File: src/rtl/tempo_pkg.sv
package tempo_pkg;

    typedef enum logic [1:0] {
        TEMPO_SHORT = 2'd0,
        TEMPO_MID   = 2'd1,
        TEMPO_LONG  = 2'd2,
        TEMPO_VLONG = 2'd3
    } tempo_e;

    // Upper bounds (inclusive) of the first three classes.
    localparam logic [31:0] LIM_SHORT = 32'd4;
    localparam logic [31:0] LIM_MID   = 32'd9;
    localparam logic [31:0] LIM_LONG  = 32'd15;

    function automatic tempo_e tempo_bin(input logic [31:0] avg);
        if (avg <= LIM_SHORT)     return TEMPO_SHORT;
        else if (avg <= LIM_MID)  return TEMPO_MID;
        else if (avg <= LIM_LONG) return TEMPO_LONG;
        else                      return TEMPO_VLONG;
    endfunction

endpackage

File: src/rtl/tempo_pc_fold.sv
module tempo_pc_fold #(
    parameter int PC_W  = 32,
    parameter int IDX_W = 5,
    parameter int FOLDS = 4
) (
    input  logic [PC_W-1:0]  pc,
    output logic [IDX_W-1:0] idx
);
    localparam int USED_W = IDX_W * FOLDS;

    initial begin
        if (USED_W > PC_W) $error("tempo_pc_fold: PC too narrow for fold count");
    end

    logic [IDX_W-1:0] acc;

    always_comb begin
        acc = '0;
        for (int f = 0; f < FOLDS; f++) begin
            acc = acc ^ pc[f*IDX_W +: IDX_W];
        end
    end

    assign idx = acc;
endmodule

File: src/rtl/tempo_history_bank.sv
module tempo_history_bank #(
    parameter int ROWS    = 32,
    parameter int HIST_W  = 3,
    parameter int DELTA_W = 8,
    localparam int IDX_W  = $clog2(ROWS)
) (
    input  logic                            clk,
    input  logic                            rst,
    input  logic                            wr_en,
    input  logic [IDX_W-1:0]                wr_idx,
    input  logic [DELTA_W-1:0]              wr_delta,
    input  logic [IDX_W-1:0]                rd_idx,
    output logic [HIST_W-1:0][DELTA_W-1:0]  rd_hist
);
    logic [HIST_W-1:0][DELTA_W-1:0] hist_q [ROWS];
    logic [ROWS-1:0]                row_hit;

    for (genvar r = 0; r < ROWS; r++) begin : g_hit
        assign row_hit[r] = wr_en && (wr_idx == IDX_W'(r));
    end

    always_ff @(posedge clk) begin
        for (int r = 0; r < ROWS; r++) begin
            if (rst) begin
                hist_q[r] <= '0;
            end else if (row_hit[r]) begin
                hist_q[r][0] <= wr_delta;
                for (int p = 1; p < HIST_W; p++) begin
                    hist_q[r][p] <= hist_q[r][p-1];
                end
            end
        end
    end

    // Read returns the stored (pre-update) history.
    assign rd_hist = hist_q[rd_idx];

    // new delta lands at the head of the addressed row
    p_head_write_r3: assert property (@(posedge clk) disable iff (rst)
        wr_en |=> hist_q[$past(wr_idx)][0] == $past(wr_delta));

    if (HIST_W > 1) begin : g_shift_chk
        // previous head moves one step toward the tail
        p_shift_step_r3: assert property (@(posedge clk) disable iff (rst)
            wr_en |=> hist_q[$past(wr_idx)][1] == $past(hist_q[wr_idx][0]));
    end

    for (genvar r = 0; r < ROWS; r++) begin : g_row_chk
        // a row not addressed by a valid update keeps its contents
        p_row_keep_r8: assert property (@(posedge clk) disable iff (rst)
            !row_hit[r] |=> $stable(hist_q[r]));
    end
endmodule

File: src/rtl/tempo_stamp_bank.sv
module tempo_stamp_bank #(
    parameter int ROWS    = 32,
    parameter int STAMP_W = 16,
    localparam int IDX_W  = $clog2(ROWS)
) (
    input  logic               clk,
    input  logic               rst,
    input  logic               en,
    input  logic [IDX_W-1:0]   idx,
    input  logic [STAMP_W-1:0] now,
    output logic [STAMP_W-1:0] gap
);
    logic [STAMP_W-1:0] last_q [ROWS];

    always_ff @(posedge clk) begin
        for (int r = 0; r < ROWS; r++) begin
            if (rst)                          last_q[r] <= '0;
            else if (en && idx == IDX_W'(r))  last_q[r] <= now;
        end
    end

    assign gap = now - last_q[idx];

    // the stored timestamp is replaced by the supplied one
    p_stamp_store_r7: assert property (@(posedge clk) disable iff (rst)
        en |=> last_q[$past(idx)] == $past(now));

    // without a store the addressed value is kept
    p_stamp_hold_r7: assert property (@(posedge clk) disable iff (rst)
        !en |=> last_q[$past(idx)] == $past(last_q[idx]));
endmodule

File: src/rtl/tempo_summary.sv
module tempo_summary
    import tempo_pkg::*;
#(
    parameter int HIST_W  = 3,
    parameter int DELTA_W = 8
) (
    input  logic [HIST_W-1:0][DELTA_W-1:0] hist,
    output logic [DELTA_W-1:0]             mean,
    output tempo_e                         cls
);
    localparam int SUM_W = DELTA_W + $clog2(HIST_W) + 1;
    localparam bit POW2  = (HIST_W & (HIST_W - 1)) == 0;

    logic [SUM_W-1:0] total;
    logic [SUM_W-1:0] quot;

    always_comb begin
        total = '0;
        for (int i = 0; i < HIST_W; i++) begin
            total = total + SUM_W'(hist[i]);
        end
    end

    if (POW2) begin : g_shift_div
        assign quot = total >> $clog2(HIST_W);
    end else begin : g_const_div
        assign quot = total / SUM_W'(HIST_W);
    end

    assign mean = DELTA_W'(quot);
    assign cls  = tempo_bin(32'(quot));
endmodule

File: src/rtl/tempo_classifier.sv
module tempo_classifier
    import tempo_pkg::*;
#(
    parameter int ROWS    = 32,
    parameter int HIST_W  = 3,
    parameter int DELTA_W = 8,
    parameter int STAMP_W = 16,
    parameter int PC_W    = 32,
    parameter int FOLDS   = 4
) (
    input  logic               clk,
    input  logic               rst,
    input  logic               upd_valid,
    input  logic [PC_W-1:0]    upd_pc,
    input  logic [DELTA_W-1:0] upd_delta,
    input  logic [PC_W-1:0]    qry_pc,
    output logic [DELTA_W-1:0] qry_mean,
    output logic [1:0]         qry_class,
    input  logic               stamp_valid,
    input  logic [PC_W-1:0]    stamp_pc,
    input  logic [STAMP_W-1:0] stamp_now,
    output logic [STAMP_W-1:0] stamp_gap
);
    localparam int IDX_W = $clog2(ROWS);

    logic [IDX_W-1:0]                upd_idx, qry_idx, stamp_idx;
    logic [HIST_W-1:0][DELTA_W-1:0]  qry_hist;
    tempo_e                          qry_bin;

    tempo_pc_fold #(.PC_W(PC_W), .IDX_W(IDX_W), .FOLDS(FOLDS)) u_fold_upd (
        .pc(upd_pc), .idx(upd_idx));
    tempo_pc_fold #(.PC_W(PC_W), .IDX_W(IDX_W), .FOLDS(FOLDS)) u_fold_qry (
        .pc(qry_pc), .idx(qry_idx));
    tempo_pc_fold #(.PC_W(PC_W), .IDX_W(IDX_W), .FOLDS(FOLDS)) u_fold_stamp (
        .pc(stamp_pc), .idx(stamp_idx));

    tempo_history_bank #(.ROWS(ROWS), .HIST_W(HIST_W), .DELTA_W(DELTA_W)) u_hist (
        .clk      (clk),
        .rst      (rst),
        .wr_en    (upd_valid),
        .wr_idx   (upd_idx),
        .wr_delta (upd_delta),
        .rd_idx   (qry_idx),
        .rd_hist  (qry_hist)
    );

    tempo_summary #(.HIST_W(HIST_W), .DELTA_W(DELTA_W)) u_sum (
        .hist (qry_hist),
        .mean (qry_mean),
        .cls  (qry_bin)
    );

    assign qry_class = qry_bin;

    tempo_stamp_bank #(.ROWS(ROWS), .STAMP_W(STAMP_W)) u_stamp (
        .clk (clk),
        .rst (rst),
        .en  (stamp_valid),
        .idx (stamp_idx),
        .now (stamp_now),
        .gap (stamp_gap)
    );

    // the first cycle after reset sees an empty history everywhere
    p_reset_empty_r1: assert property (@(posedge clk) disable iff (rst)
        $past(rst) |-> (qry_mean == '0 && qry_class == 2'd0));

    // with no update, a steady query PC gives a steady mean
    p_idle_hold_r9: assert property (@(posedge clk) disable iff (rst)
        !upd_valid |=> (!$stable(qry_pc) || $stable(qry_mean)));
endmodule

File: config.mk
export PLATFORM = sky130hd
export DESIGN_NAME = tempo_classifier
export DESIGN_NICKNAME = d
export VERILOG_FILES = /design/src/rtl/tempo_pkg.sv /design/src/rtl/tempo_pc_fold.sv /design/src/rtl/tempo_history_bank.sv /design/src/rtl/tempo_stamp_bank.sv /design/src/rtl/tempo_summary.sv /design/src/rtl/tempo_classifier.sv
export SDC_FILE = /design/constraint.sdc
export NUM_CORES = 2
export LEC_CHECK = 0
export BUFFER_PORTS_ARGS = -buffer_cell sky130_fd_sc_hd__buf_2
export CORE_ASPECT_RATIO = 1.25
export CORE_MARGIN = 4
export CORE_UTILIZATION = 49
export CTS_CLUSTER_DIAMETER = 60
export DETAILED_ROUTE_END_ITERATION = 6
export PLACE_DENSITY = 0.67
export SETUP_SLACK_MARGIN = 0.4
export SYNTH_ARGS = -nofsm -noshare
export SYNTH_HDL_FRONTEND = slang
export SYNTH_SLANG_ARGS = --single-unit
File: constraint.sdc
create_clock -name clk -period 19.3 [get_ports clk]
set_input_delay 0.965 -clock clk [delete_from_list [all_inputs] [get_ports clk]]
set_output_delay 0.965 -clock clk [all_outputs]
set_load 0.02 [all_outputs]
## Yosys cells after proc, flatten, opt, wreduce, memory -nomap -nowiden

Memories as Yosys holds them, arrays and structs flattened.
Index checks and enable logic that the tools add are counted.

| storage, ports and cells | value |
|---|---|
| register bits | 0 |
| memories | 2 |
| bits of input ports | 124 |
| RAM bits | 1280 |
| logic and storage cells | 599 |
| output and inout port bits | 26 |

Memory list:

| memory | words | bits a word | rd ports | clocked after memory_dff | wr ports | line | RTL |
|---|---|---|---|---|---|---|---|
| u_hist.hist_q | 32 | 24 | 33 | 0 | 32 | tempo_history_bank.sv:15 | `logic [HIST_W-1:0][DELTA_W-1:0] hist_q [ROWS];` |
| u_stamp.last_q | 32 | 16 | 1 | 0 | 32 | tempo_stamp_bank.sv:13 | `logic [STAMP_W-1:0] last_q [ROWS];` |

| operators by class | value |
|---|---|
| mux-type cells | 325 |
| reduce and logical (&&, ||, !) cells | 66 |
| equality and inequality tests | 62 |
| $add $sub $neg | 3 |
| order comparisons | 3 |
| bitwise gates (word level) | 137 |
| div/mod/pow operators | 1 |

Operators by type and width:

| cell | count |
|---|---|
| 8-bit two-way mux | 96 |
| 16-bit two-way mux | 32 |
| 1-bit two-way mux | 195 |
| 5-bit equality test (second input constant) | 32 |
| 1-bit bitwise OR | 128 |
| 5-bit by 4-bit equality test with 1-bit output (second input constant) | 16 |
| 1-bit logical AND | 64 |
| 5-bit XOR | 9 |
| 5-bit by 3-bit equality test with 1-bit output (second input constant) | 8 |
| 11-bit by 4-bit <= comparator with 1-bit output (second input constant) | 2 |
| 5-bit by 2-bit equality test with 1-bit output (second input constant) | 4 |
| 16-bit subtractor | 1 |
| 11-bit by 8-bit adder with 11-bit output | 1 |
| 11-bit by 2-bit divider with 11-bit output (second input constant) | 1 |
| 11-bit by 3-bit <= comparator with 1-bit output (second input constant) | 1 |
| 5-bit by 1-bit equality test with 1-bit output (second input constant) | 2 |
| 5-bit logical NOT | 2 |
| 8-bit by 8-bit adder with 9-bit output | 1 |
| 2-bit two-way mux | 2 |

## Depth between registers and ports, before layout

An unclocked memory read counts as a cell.

| logic depth | value |
|---|---|
| depth after elaboration | 11 |
| gate-level depth with buffers | 36 |
| mapped depth without buffers | 32 |

## By module

Synthesis repeated with hierarchy kept, for this count alone.

| unflattened totals | value |
|---|---|
| cells, all modules | 4392 |
| area total of the unflattened synthesis | 61819.3 µm² |

Modules (own cells, without submodules):

| module | cells each | sequential area each (µm²) | area each (µm²) | instances |
|---|---|---|---|---|
| tempo_history_bank | 2597 | 23062.1 | 35660.5 | 1 |
| tempo_stamp_bank | 1540 | 15374.7 | 24121.9 | 1 |
| tempo_summary | 210 | 0.0 | 1642.8 | 1 |
| tempo_pc_fold | 15 | 0.0 | 131.4 | 3 |

## Worst setup path after synthesis

No wires, ideal clock.

| timing | value |
|---|---|
| path kind | input-to-output |
| from | input qry_pc[11] |
| to | output qry_mean[0] |
| slack | 9483 ps |
| required time | 18335 ps |
| path buffers | 4 |
| data arrival time | 8852 ps |
| cell stages on the path | 35 |
| cell sequence | xor2_1 xnor2_1 clkbuf_1 buf_1 clkbuf_1 mux4_2 mux4_2 mux2_2 ha_1 inv_1 fa_1 nor2b_1 o31a_1 nor2_1 xnor2_1 ha_1 a21oi_1 o2111ai_1 nand2_1 xnor3_1 a221oi_2 buf_4 o21bai_2 o211ai_4 a311oi_4 a21boi_2 o221ai_2 xnor2_1 ha_1 nor2_1 o221ai_1 nor3b_1 a31oi_1 nand2_1 a2111oi_2 |

| between the ends | value |
|---|---|
| cells in the longest elaborated chain, start to end | 6 |

Ends and longest elaborated chain:

| element | line | RTL |
|---|---|---|
| start: declaration | tempo_classifier.sv:16 | `input logic [PC_W-1:0] qry_pc,` |
| 5-bit XOR (*) (2 in series) | tempo_pc_fold.sv:20 | `acc = acc ^ pc[f*IDX_W +: IDX_W];` |
| memory read 32 x 24 bit (*) | -- |  |
| 8-bit by 8-bit adder with 9-bit output | tempo_summary.sv:20 | `total = total + SUM_W'(hist[i]);` |
| 11-bit by 8-bit adder with 11-bit output (*) | tempo_summary.sv:20 |  |
| 11-bit by 2-bit divider with 11-bit output (*) | tempo_summary.sv:27 | `assign quot = total / SUM_W'(HIST_W);` |
| end: declaration | tempo_classifier.sv:17 | `output logic [DELTA_W-1:0] qry_mean,` |

Every way passes the cells marked *; elsewhere a longest branch is shown, timed or not.

## Worst setup path after layout

Same ends and word-level chain as after synthesis.

==> impl_metrics.csv <==
group,metric,value,unit
yosys,post-synth-top-area-fraction,0.633,
routing,firstDrtPassIters,5,
critical_path,slowest_stage,"buf_4",
yosys,avgSynthCellArea,15.7,sq um
yosys,yosysWarnings,0,
clock_network,cts-root-buf,"clkbuf_16",
floorplanning,die_area,0.130,sq mm
timing,setup_viol,0,
timing,fin_crit,11.24,ns
yosys,yosysUniqueCellTypes,69,
critical_path,worst_path_most_repeated_cell,"ha_1",
timing,skew,0.0282,ns
power,leakage,23.9,nW
yosys,syn_area,0.0607,sq mm
critical_path,crit_path_end_kind,"output port",
cells_and_area,synthToLayoutAreaGrowth,11.4,%
cells_and_area,fin_area,0.0676,sq mm
power,power.density,148,mW/mm^2
place,dp_hpwl,86100,um
clock_network,cts_buffer_depth,3,
yosys,synth_cells,3870,
routing,wire_per_inst,24.5,um
routing,wl,138000,um
floorplanning,ios,150,
critical_path,regToRegStartpoint,"u_hist.hist_q[12][8]",
routing,detail_route.iter0.violations,3350,
cells_and_area,nets,4093,
routing,drtAntennaViolNets,0,
critical_path,crit_end,"qry_mean[0]",
clock_network,cts_tree,"yes",
place,gp_congestion,0.856,
place,placed_area,0.0633,sq mm
timing,post-route-period-util,0.582,
status,outcome,"complete, no violations",
critical_path,crit_family,"compound AO/OA/AOI/OAI gates",
yosys,synth_edf_count,1280,
timing,relSlewSlack,0.287,
critical_path,crit_cells,36,
routing,drcViolationCount,0,
routing,viasPerCell,5.69,
global_routing,grt_pass1_vias,32300,
place,io_buffers,113,
yosys,ys_seq_elements,1280,
yosys,async_flop_share,0,
clock_network,post_cts.repair.setup_buffers,0,
place,place_ws,8.06,ns
floorplanning,placementRows,144,
power,peakVddDrop,584,uV
clock_network,hold_buffers,0,
clock_network,post_cts_resized,0,
global_routing,gr-total-overflow,0,
timing,worstMarginPinSlew,1.07,ns
floorplanning,initial_core_util,0.493,
yosys,synthMostInstantiatedCell,"edfxtp_1",
global_routing,antenna_found_initial,2,
critical_path,ff2ff_setup_slack,18.49,ns
yosys,synth.area.top_cells,"edfxtp_1, mux4_2, and2_1",
critical_path,criticalPathCategory,"input port to output port",
timing,finalHoldViolCount,0,
yosys,syn_nets,4030,
timing,tns,0,ns
clock_network,cts.clk_slew.worst_paths,0.06,ns
timing,setup_ws,8.06,ns
timing,fmax,89.0,MHz
critical_path,worstPathArrival,10.27,ns
yosys,ys_seq_area_frac,0.633,
cells_and_area,drive_above_1_share,0.226,
clock_network,worstSkewPairLatency,0.75,ns
timing,finalMaxSlewViolations,0,
critical_path,timing.rr.end,"u_hist.hist_q[12][16]",
critical_path,crit_start,"qry_pc[11]",
critical_path,reg2reg_depth,1,
clock_network,cts-buffers-inserted,132,
global_routing,grt_max_degree,116,
floorplanning,die_w,323,um
floorplanning,core,0.123,sq mm
clock_network,htree_levels,4,
timing,rsz0062_at_grt,"no",
critical_path,max_stage_delay,0.66,ns
critical_path,path_max_fanout,115,
global_routing,grt_pass1_wl,207000,um
clock_network,clock_sinks,1280,
yosys,synth_top_area_cell,"edfxtp_1",
hold_path,hold_class,"register to register",
global_routing,grtUsageTotal,0.215,
yosys,synth_top_flop_cell,"edfxtp_1",
routing,via_count,32100,
critical_path,critPathLaunchType,"input port",
critical_path,cp.required,18.33,ns
yosys,synth_commonest_cells,"edfxtp_1, and2_1, mux4_2",
floorplanning,die_h,401,um
critical_path,worst-path-buf-inv,6,
run,drv_cap,0,
[logic make-up (layout without fill, tap and decap cells)]
family	Yosys count	after routing	synth area share
AO/OA/AOI/OAI	184	184	0.0228
XOR/XNOR	73	73	0.0108
adder cells (fa/ha/maj)	36	36	0.00779
buffers and inverters	333	502	0.0208
flip-flops	1280	1280	0.633
multiplexers	443	443	0.156
other	0	1	0
AND/OR/NAND/NOR	1521	1521	0.148
[state kept, by name, indices dropped and copies added, names as in the netlist]
| name | cells |
|---|---|
| u_stamp.last_q | 512 |
| u_hist.hist_q | 768 |
[metrics by stage]
| step | total power, mW | util | hold slack (ns) | instances |
|---|---|---|---|---|
| after floorplan | 6.39 | - | 0.518 | 3870 |
| after global placement | 7.42 | 0.514 | 0.522 | 5405 |
| after detailed placement | 7.50 | 0.514 | 0.528 | 5405 |
| after CTS | 10.0 | 0.549 | 0.518 | 5645 |
| after global routing | 10.5 | 0.549 | 0.547 | 5645 |
| final | 10.0 | 0.549 | 0.519 | 5646 |
[power breakdown]
| part | switching, mW | internal [mW] | leakage (nW) |
|---|---|---|---|
| Clock | 1.06 | 1.48 | 2.08 |
| Sequential | 0.0505 | 3.24 | 12.7 |
| Combinational | 2.58 | 1.61 | 9.12 |
| Total | 3.69 | 6.32 | 23.9 |
[worst min path at each step]
stage | start | to | depth (start not counted)
detailed placement | u_hist.hist_q[13][6] | u_hist.hist_q[13][14] | 1
floorplan | u_hist.hist_q[0][2] | u_hist.hist_q[0][10] | 1
global route | u_hist.hist_q[2][2] | u_hist.hist_q[2][10] | 1
global placement | u_hist.hist_q[10][4] | u_hist.hist_q[10][12] | 1
CTS | u_hist.hist_q[2][4] | u_hist.hist_q[2][12] | 1
finish | u_hist.hist_q[2][4] | u_hist.hist_q[2][12] | 1
[cell usage in the layout, fill, tap and decap left out, types with 10 or more instances in the layout]
master	count
nor3_1	63
nand2b_1	14
xnor2_2	10
bufinv_16	12
ha_1	33
mux2i_1	19
o21bai_1	31
buf_4	116
mux2_2	24
nand2_1	60
buf_2	113
nor2_1	112
xor2_1	20
nand3_1	13
clkbuf_1	31
and2_1	1219
o21bai_2	36
edfxtp_1	1280
o21ai_0	28
nor4_1	10
a21oi_1	23
clkinv_2	17
clkbuf_16	138
inv_1	27
xnor2_1	42
mux4_2	400
clkinv_1	23
[layer usage]
metal	routed length (um)	vias to the layer above	global-route usage
met5	0	-	0
li1	-	14500	-
met4	4250	0	0.0724
met2	68400	1001	0.346
met3	7970	172	0.0320
met1	57500	16400	0.302
[final cells by class]
cell class / instances / area, sq um
Clock buffer: 169 / 3570
Inverter: 28 / 105
Clock inverter: 71 / 726
Timing Repair Buffer: 234 / 1540
Fill cell: 9622 / 55500
Sequential cell: 1280 / 38400
Antenna cell: 1 / 2.50
Multi-Input combinational cell: 2257 / 21200
Tap cell: 1606 / 2010
No activity file was read; power rests on OpenSTA's default activity.
